**config.mk**
```make
export PLATFORM = sky130hd
export DESIGN_NAME = spi_rx_queue
export DESIGN_NICKNAME = d
export VERILOG_FILES = /design/src/rtl/rxq_pkg.sv /design/src/rtl/rxq_store.sv /design/src/rtl/rxq_ctrl.sv /design/src/rtl/rxq_flags.sv /design/src/rtl/spi_rx_queue.sv
export SDC_FILE = /design/constraint.sdc
export NUM_CORES = 1
export LEC_CHECK = 0
export ABC_AREA = 1
export BUFFER_PORTS_ARGS = -buffer_cell sky130_fd_sc_hd__buf_2
export CORE_MARGIN = 2
export CORE_UTILIZATION = 40
export DETAILED_ROUTE_END_ITERATION = 6
export PLACE_DENSITY = 0.64
export SETUP_SLACK_MARGIN = 0.4
export SKIP_LAST_GASP = 1
export SLEW_MARGIN = 20
export SYNTH_ARGS = -nofsm -noshare
export SYNTH_HDL_FRONTEND = slang
export SYNTH_SLANG_ARGS = --single-unit
```
**constraint.sdc**
```tcl
create_clock -name clk -period 2.8 [get_ports clk]
set_input_delay 0.56 -clock clk [delete_from_list [all_inputs] [get_ports clk]]
set_output_delay 0.56 -clock clk [all_outputs]
set_load 0.02 [all_outputs]
```
**src/rtl/rxq_pkg.sv**
```systemverilog
// Shared types for the receive queue.
// Assumes: nothing beyond the standard language.
package rxq_pkg;
    typedef enum logic {
        ROUTE_IRQ = 1'b0,
        ROUTE_DMA = 1'b1
    } drain_route_e;
endpackage

```
**src/rtl/rxq_store.sv**
```systemverilog
// Storage array of the receive queue, with one register word per entry.
// Assumes: wr_idx and rd_idx are below DEPTH. The controller guarantees at most
// one write per cycle.
module rxq_store #(
    parameter int DEPTH  = 4,
    parameter int DATA_W = 32,
    localparam int PTR_W = (DEPTH > 1) ? $clog2(DEPTH) : 1
) (
    input  logic              clk,
    input  logic              rst_n,
    input  logic              wr_en,
    input  logic [PTR_W-1:0]  wr_idx,
    input  logic [DATA_W-1:0] wr_data,
    input  logic [PTR_W-1:0]  rd_idx,
    output logic [DATA_W-1:0] rd_data
);
    logic [DATA_W-1:0] slot [DEPTH];

    for (genvar i = 0; i < DEPTH; i++) begin : g_slot
        // Load this entry when it is the write target.
        always_ff @(posedge clk) begin
            if (!rst_n)
                slot[i] <= '0;
            else if (wr_en && (wr_idx == PTR_W'(i)))
                slot[i] <= wr_data;
        end
    end

    // Select the entry at the read index.
    assign rd_data = slot[rd_idx];
endmodule

```
**src/rtl/rxq_ctrl.sv**
```systemverilog
// Occupancy, ring indices and the accept/overflow decision of the receive queue.
// Assumes: DEPTH fits in CNT_W bits. cfg_single changes only while the queue
// holds at most one entry.
module rxq_ctrl #(
    parameter int DEPTH = 4,
    parameter int CNT_W = 4,
    localparam int PTR_W = (DEPTH > 1) ? $clog2(DEPTH) : 1
) (
    input  logic             clk,
    input  logic             rst_n,
    input  logic             frame_valid,
    input  logic             pop,
    input  logic             cfg_overwrite,
    input  logic             cfg_single,
    input  logic             clear_q,
    output logic             wr_en,
    output logic [PTR_W-1:0] wr_idx,
    output logic [PTR_W-1:0] rd_ptr,
    output logic [CNT_W-1:0] count,
    output logic             ovf_evt
);
    localparam logic [PTR_W-1:0] LAST = PTR_W'(DEPTH - 1);

    logic [PTR_W-1:0] wr_ptr;
    logic [CNT_W-1:0] cap;
    logic             empty, full, take_pop, take_push, room;

    // Decide what happens to this cycle's frame and pop.
    always_comb begin
        cap       = cfg_single ? CNT_W'(1) : CNT_W'(DEPTH);
        empty     = (count == '0);
        full      = (count >= cap);
        take_pop  = pop && !empty && !clear_q;
        room      = !full || take_pop;
        take_push = frame_valid && !clear_q && room;
        ovf_evt   = frame_valid && !clear_q && !room;
        wr_en     = take_push || (ovf_evt && cfg_overwrite && !empty);
        if (take_push)
            wr_idx = wr_ptr;
        else
            wr_idx = (wr_ptr == '0) ? LAST : wr_ptr - PTR_W'(1);
    end

    // Advance the indices and update occupancy.
    always_ff @(posedge clk) begin
        if (!rst_n || clear_q) begin
            wr_ptr <= '0;
            rd_ptr <= '0;
            count  <= '0;
        end else begin
            if (take_push)
                wr_ptr <= (wr_ptr == LAST) ? '0 : wr_ptr + PTR_W'(1);
            if (take_pop)
                rd_ptr <= (rd_ptr == LAST) ? '0 : rd_ptr + PTR_W'(1);
            count <= count + CNT_W'(take_push) - CNT_W'(take_pop);
        end
    end

    assert_count_bound_R4: assert property (@(posedge clk) disable iff (!rst_n)
        count <= CNT_W'(DEPTH));

    assert_full_hold_R4: assert property (@(posedge clk) disable iff (!rst_n)
        (frame_valid && !pop && !clear_q && count == cap && !cfg_single) |=> $stable(count));

    assert_pop_empty_R13: assert property (@(posedge clk) disable iff (!rst_n)
        (pop && !frame_valid && !clear_q && count == '0) |=> (count == '0) && $stable(rd_ptr));

    assert_clear_R8: assert property (@(posedge clk) disable iff (!rst_n)
        clear_q |=> (count == '0) && (rd_ptr == '0));
endmodule

```
**src/rtl/rxq_flags.sv**
```systemverilog
// Sticky overflow flag and request steering for the receive queue.
// Assumes: ovf_evt is a single-cycle event from the controller.
module rxq_flags
    import rxq_pkg::*;
(
    input  logic clk,
    input  logic rst_n,
    input  logic ovf_evt,
    input  logic ovf_clr,
    input  logic nonempty,
    input  logic drain_en,
    input  logic drain_route,
    input  logic ovf_en,
    output logic ovf_flag,
    output logic irq_drain,
    output logic dma_drain,
    output logic irq_ovf
);
    drain_route_e route;

    // Set the flag on overflow; a new event wins over a clear pulse.
    always_ff @(posedge clk) begin
        if (!rst_n)
            ovf_flag <= 1'b0;
        else if (ovf_evt)
            ovf_flag <= 1'b1;
        else if (ovf_clr)
            ovf_flag <= 1'b0;
    end

    // Send the drain request to the selected line; gate the overflow interrupt.
    always_comb begin
        route     = drain_route_e'(drain_route);
        irq_drain = nonempty && drain_en && (route == ROUTE_IRQ);
        dma_drain = nonempty && drain_en && (route == ROUTE_DMA);
        irq_ovf   = ovf_flag && ovf_en;
    end

    assert_route_excl_R11: assert property (@(posedge clk) disable iff (!rst_n)
        !(irq_drain && dma_drain));

    assert_ovf_sticky_R10: assert property (@(posedge clk) disable iff (!rst_n)
        (ovf_flag && !ovf_clr) |=> ovf_flag);

    assert_ovf_wins_R10: assert property (@(posedge clk) disable iff (!rst_n)
        ovf_evt |=> ovf_flag);
endmodule

```
**src/rtl/spi_rx_queue.sv**
```systemverilog
// Receive queue top: storage, controller and flag/request logic.
// Assumes: the shift engine gives at most one frame per cycle and the host
// gives at most one pop per cycle.
module spi_rx_queue #(
    parameter int DEPTH  = 4,
    parameter int DATA_W = 32,
    parameter int CNT_W  = 4,
    localparam int PTR_W = (DEPTH > 1) ? $clog2(DEPTH) : 1
) (
    input  logic              clk,
    input  logic              rst_n,
    input  logic              frame_valid,
    input  logic [DATA_W-1:0] frame_data,
    input  logic              pop,
    output logic [DATA_W-1:0] head_data,
    input  logic              cfg_overwrite,
    input  logic              cfg_single,
    input  logic              clear_q,
    input  logic              ovf_clr,
    input  logic              drain_en,
    input  logic              drain_route,
    input  logic              ovf_en,
    output logic [CNT_W-1:0]  occupancy,
    output logic [CNT_W-1:0]  pop_index,
    output logic              data_present,
    output logic              ovf_flag,
    output logic              irq_drain,
    output logic              dma_drain,
    output logic              irq_ovf
);
    logic              wr_en, ovf_evt;
    logic [PTR_W-1:0]  wr_idx, rd_ptr;
    logic [CNT_W-1:0]  count;
    logic [DATA_W-1:0] rd_word;

    rxq_ctrl #(.DEPTH(DEPTH), .CNT_W(CNT_W)) u_ctrl (
        .clk(clk), .rst_n(rst_n), .frame_valid(frame_valid), .pop(pop),
        .cfg_overwrite(cfg_overwrite), .cfg_single(cfg_single), .clear_q(clear_q),
        .wr_en(wr_en), .wr_idx(wr_idx), .rd_ptr(rd_ptr), .count(count),
        .ovf_evt(ovf_evt)
    );

    rxq_store #(.DEPTH(DEPTH), .DATA_W(DATA_W)) u_store (
        .clk(clk), .rst_n(rst_n), .wr_en(wr_en), .wr_idx(wr_idx),
        .wr_data(frame_data), .rd_idx(rd_ptr), .rd_data(rd_word)
    );

    rxq_flags u_flags (
        .clk(clk), .rst_n(rst_n), .ovf_evt(ovf_evt), .ovf_clr(ovf_clr),
        .nonempty(data_present), .drain_en(drain_en), .drain_route(drain_route),
        .ovf_en(ovf_en), .ovf_flag(ovf_flag), .irq_drain(irq_drain),
        .dma_drain(dma_drain), .irq_ovf(irq_ovf)
    );

    // Expose status and the head word (0 when empty).
    always_comb begin
        occupancy    = count;
        pop_index    = CNT_W'(rd_ptr);
        data_present = (count != '0);
        head_data    = data_present ? rd_word : '0;
    end

    assert_present_R3: assert property (@(posedge clk) disable iff (!rst_n)
        (frame_valid && !clear_q) |=> data_present);
endmodule

```
## Word level (Yosys, flattened, before mapping)

Memory sizes are Yosys's and may differ from the RTL's. A register that Yosys moved wholly into a read port is not among the register bits.
Index checks and enable logic that the tools add are counted.

- Register bits: 9
- RAM bits: 128
- Bits of input ports: 43
- Output and inout port bits: 45
- Logic and storage cells: 76
- Memories kept: 1

Memory list:

| memory | depth | width | read ports | clocked after Yosys merged registers in | write ports | line | text |
|---|---|---|---|---|---|---|---|
| u_store.slot | 4 | 32 | 1 | 1 | 4 | rxq_store.sv:17 | `logic [DATA_W-1:0] slot [DEPTH];` |

- $add $sub $neg: 5
- Magnitude comparators: 1
- Eq/ne operators: 5
- Multiplexer cells: 27
- Bitwise operators: 5
- Reductions and logical operators: 28

Operator list:

| operator | count |
|---|---|
| $mux W32 | 5 |
| $logic_and A1 B1 Y1 | 15 |
| $mux W1 | 15 |
| $mux W2 | 6 |
| $eq A2 B2 Y1 const B | 4 |
| $logic_not A1 Y1 | 5 |
| $add A2 B1 Y2 const B | 2 |
| $add A4 B1 Y4 | 1 |
| $ge A4 B4 Y1 | 1 |
| $logic_not A2 Y1 | 2 |
| $logic_not A4 Y1 | 1 |
| $or A1 B1 Y1 | 4 |
| $reduce_bool A4 Y1 | 1 |
| $sub A4 B1 Y4 | 1 |
| $logic_or A1 B1 Y1 | 3 |
| $mux W3 | 1 |
| $eq A2 B1 Y1 const B | 1 |
| $reduce_bool A2 Y1 | 1 |
| $sub A2 B1 Y2 const B | 1 |
| $not A1 Y1 | 1 |

## Logic depth before layout (Yosys ltp)

- Word-level depth: 15
- Mapped depth: 14
- Mapped depth without buffers: 14

## By module

From an unflattened synthesis, not the netlist that was laid out.

- Cell total of the unflattened synthesis: 852
- Area total of the unflattened synthesis: 7312.0 sq um

Modules (own cells, without submodules):

| module | instances | cells an instance | area each (sq um) | seq. area each (sq um) |
|---|---|---|---|---|
| rxq_store | 1 | 691 | 6214.7 | 3843.7 |
| rxq_ctrl | 1 | 73 | 578.1 | 160.2 |
| spi_rx_queue | 1 | 76 | 452.9 | 0.0 |
| rxq_flags | 1 | 12 | 66.3 | 20.0 |

## Worst setup path before layout

Ideal clock, no wire load.

- Kind: in2reg
- From: input port cfg_single
- To: memory u_store.slot[0][0], enable pin
- Setup time: 389 ps
- Data arrival time: 2191 ps
- Data required time: 2411 ps
- Slack: 219 ps
- Cell stages on the path: 10
- Path buffers: 0
- Cells stage by stage: ha_1 nor2_1 nand2_1 nand2_1 nand2_2 nand2_4 nand2_4 nand2_4 nand3_1 nand2_1

RTL lines:

| element | line | text |
|---|---|---|
| from (decl) | spi_rx_queue.sv:17 | `input logic cfg_single,` |
| to (decl) | rxq_store.sv:17 |  |

==> impl_metrics.toml <==
[grt]
overflow = 0
antenna_found_initial = 0
grt_util_all_layers_pct = 18.0
grt_max_degree = 39
grt_pass1_wl_um = 24300
grt_pass1_vias = 4793

[critical_path]
startpoint_type = "register"
cp.required_ps = 3040
reg2reg_slack_ps = 460
crit_path_max_incr_delay_ps = 500
worstRegToRegCells = 11
r2r_end = "u_store.slot[2][0]$_SDFFCE_PN0P_"
slowest_stage = "nand4_4"
worstReg2RegStart = "u_ctrl.count[2]$_SDFF_PP0_"
worstPathArrival_ps = 2580
endpoint_kind = "register"
crit_type = "register to register"
path_cells = "inv_1 > ha_2 > nand3_4 > buf_4 > nand3_4 > nand2_4 > nand2_4 > nand2_2 > nand2_2 > nand4_4 > nor2_1"
cp_max_fo = 32

[clocking]
ctsHoldBuffers = 0
clock-sinks = 139
clk_latency_ps = 420
cts_tree = "yes"
numCtsBuffers = 17
cts-root-buf = "clkbuf_16"
cts-htree-levels = 4
cts_buffer_depth = 2
clk_pin_slew_ps = 60

[place]
gp_congestion = 0.794
dp_hpwl_um = 8540
port_buffers = 85

[die]
io_pins = 88
core-area_sq_um = 15900
die-area_sq_um = 17400
initial_utilization_pct = 41.1
placementRows = 46
die_h_um = 132
fp.dieW_um = 132

[yosys]
synth.ff_latch_count = 139
synth_warnings = 0
synth_area_leaders = "edfxtp_1 (59%), nor2_1 (15%), o21ai_0 (5.0%)"
ys_types = 28
syn_avg_cell_area_sq_um = 9.93
synth_edf_count = 128
syn-cell-area_sq_um = 6550
ys_seq_area_share_pct = 62.0
synth_top_area_share_pct = 58.6
yosysMostFrequentCell = "nor2_1"
yosysTopAreaCell = "edfxtp_1"
async_reset_ff_share_pct = 0
synthTopCellsByCount = "nor2_1 (264), edfxtp_1 (128), o21ai_0 (66), inv_1 (51), a21oi_1 (37)"
synth_cells = 660
ys.flop_type = "edfxtp_1"

[min_path]
hold_class = "input pin to register"
hold_depth = 4
min_from = "ovf_clr"
hold_end = "u_flags.ovf_flag$_SDFFE_PN0P_"

[routing]
drtAntennaViolNets = 0
wirelength_um = 15400
vias = 4734
dr.pass1.iters = 5
drc_errors = 0
avgViaCountPerCell = 4.87
wl_per_cell_um = 15.9
drtIter0Drc = 423

[power_and_ir_drop]
p_leak_uw = 0.00335
power_density_nw_per_um2 = 655
max-vdd-ir-drop_v = 0.000526
total_power_uw = 5220

[sta]
slew_violations = 0
post-route-min-period_ps = 2340
max-slew-margin-rel_pct = 56.2
rsz0062_at_grt = "true"
fmax_ghz = 0.428
worst_pin_slew_ps = 655
fin_crit_sh_pct = 83.5
skew_ps = 8.01
final.setup.tns_ps = 0
setup_viol = 0
hold_violations = 0

[cells_and_area]
syn_to_final_growth_pct = 21.7
fin_nets = 797
diodes = 0
drive_gt1_share_pct = 23.5

[run]
maxCapViolCount = 0

[run_status]
outcome = "finished, final reports clean"
-- per-layer routing --
layer	global-route usage, %	vias to the layer above	routed length, um
li1	-	2342	-
met1	22.2	2252	6810
met2	30.6	125	7660
met3	3.81	15	730
met4	7.85	0	228
met5	0	-	0
-- repair_timing --
item / in CTS / in global routing
buffers inserted: 1 / 1
resized for setup: 46 / 13
pin swaps: 1 / 1
endpoints found under the setup margin: 32 / 116
gates cloned: 1 / 1
-- through the flow --
step | hold slack (ps) | util [%] | instances | setup slack, ps | cell area [sq um]
floorplan | 484 | - | 661 | 219 | 6560
global placement | 474 | 44.8 | 936 | 314 | 7140
detailed placement | 480 | 44.8 | 936 | 227 | 7140
CTS | 383 | 49.7 | 970 | 401 | 7930
global route | 392 | 50.0 | 972 | 306 | 7970
finish | 397 | 50.0 | 972 | 461 | 7970
-- critical path: cells and delay by family, from the launching register on --
family | cells | cell delay, ps
flops | 1 | 330
buf+inv | 2 | 240
fa+ha+maj | 1 | 190
simple gates | 8 | 1360
-- worst max path at each step --
stage / startpoint / to / slack [ps]
global route: u_ctrl.count[2]$_SDFF_PP0_ / u_store.slot[2][0]$_SDFFCE_PN0P_ / 310
floorplan: cfg_single / u_store.slot[0][0]$_SDFFCE_PN0P_ / 220
global placement: cfg_single / u_store.slot[2][18]$_SDFFCE_PN0P_ / 310
CTS: register / head_data[14] / 400
finish: u_ctrl.count[2]$_SDFF_PP0_ / u_store.slot[2][0]$_SDFFCE_PN0P_ / 460
detailed placement: cfg_single / u_store.slot[2][0]$_SDFFCE_PN0P_ / 230
-- cell type report --
cell class | instances | area [sq um]
inverters | 56 | 214
clock inverters | 11 | 150
multi-input cells | 429 | 2160
well taps | 216 | 270
fillers | 1472 | 7970
clock buffers | 21 | 440
repair buffers | 100 | 676
flip-flops and latches | 139 | 4070
-- layout by cell type (no fill, tap or decap), types with 6 or more instances in the layout --
cell	Yosys	final
nand2_4	6	6
edfxtp_1	128	128
nand2_1	13	9
nand3_1	10	10
o21ai_0	66	62
dfxtp_1	11	9
nand2_2	5	9
nor2_1	264	264
buf_4	2	23
a21oi_1	37	17
inv_1	51	49
ha_1	10	9
clkbuf_16	0	17
a21oi_2	0	17
buf_2	1	67
-- flip-flops by register name, indices dropped and copies added (netlist names), named ones only --
register and cells:
u_ctrl.wr_ptr 2, u_flags.ovf_flag 1, u_store.slot 128, u_ctrl.rd_ptr 2
u_ctrl.count 4
-- power breakdown --
group	total (uW)	internal, uW	switching [uW]
combinational	533	169	364
sequential	2410	2380	28.0
clock	2280	1470	803
total	5220	4020	1200
-- logic make-up after synthesis --
group	Yosys count	synth area share, %
and+or+nand+nor	307	20.3
DFF	139	62.0
AOI/OAI and AO/OA	107	8.32
buffers and inverters	94	7.01
adders and majority gates	11	2.21
xor gates and xnor gates	1	0.134
other	1	0.0572
(Power assumes the default switching activity.)
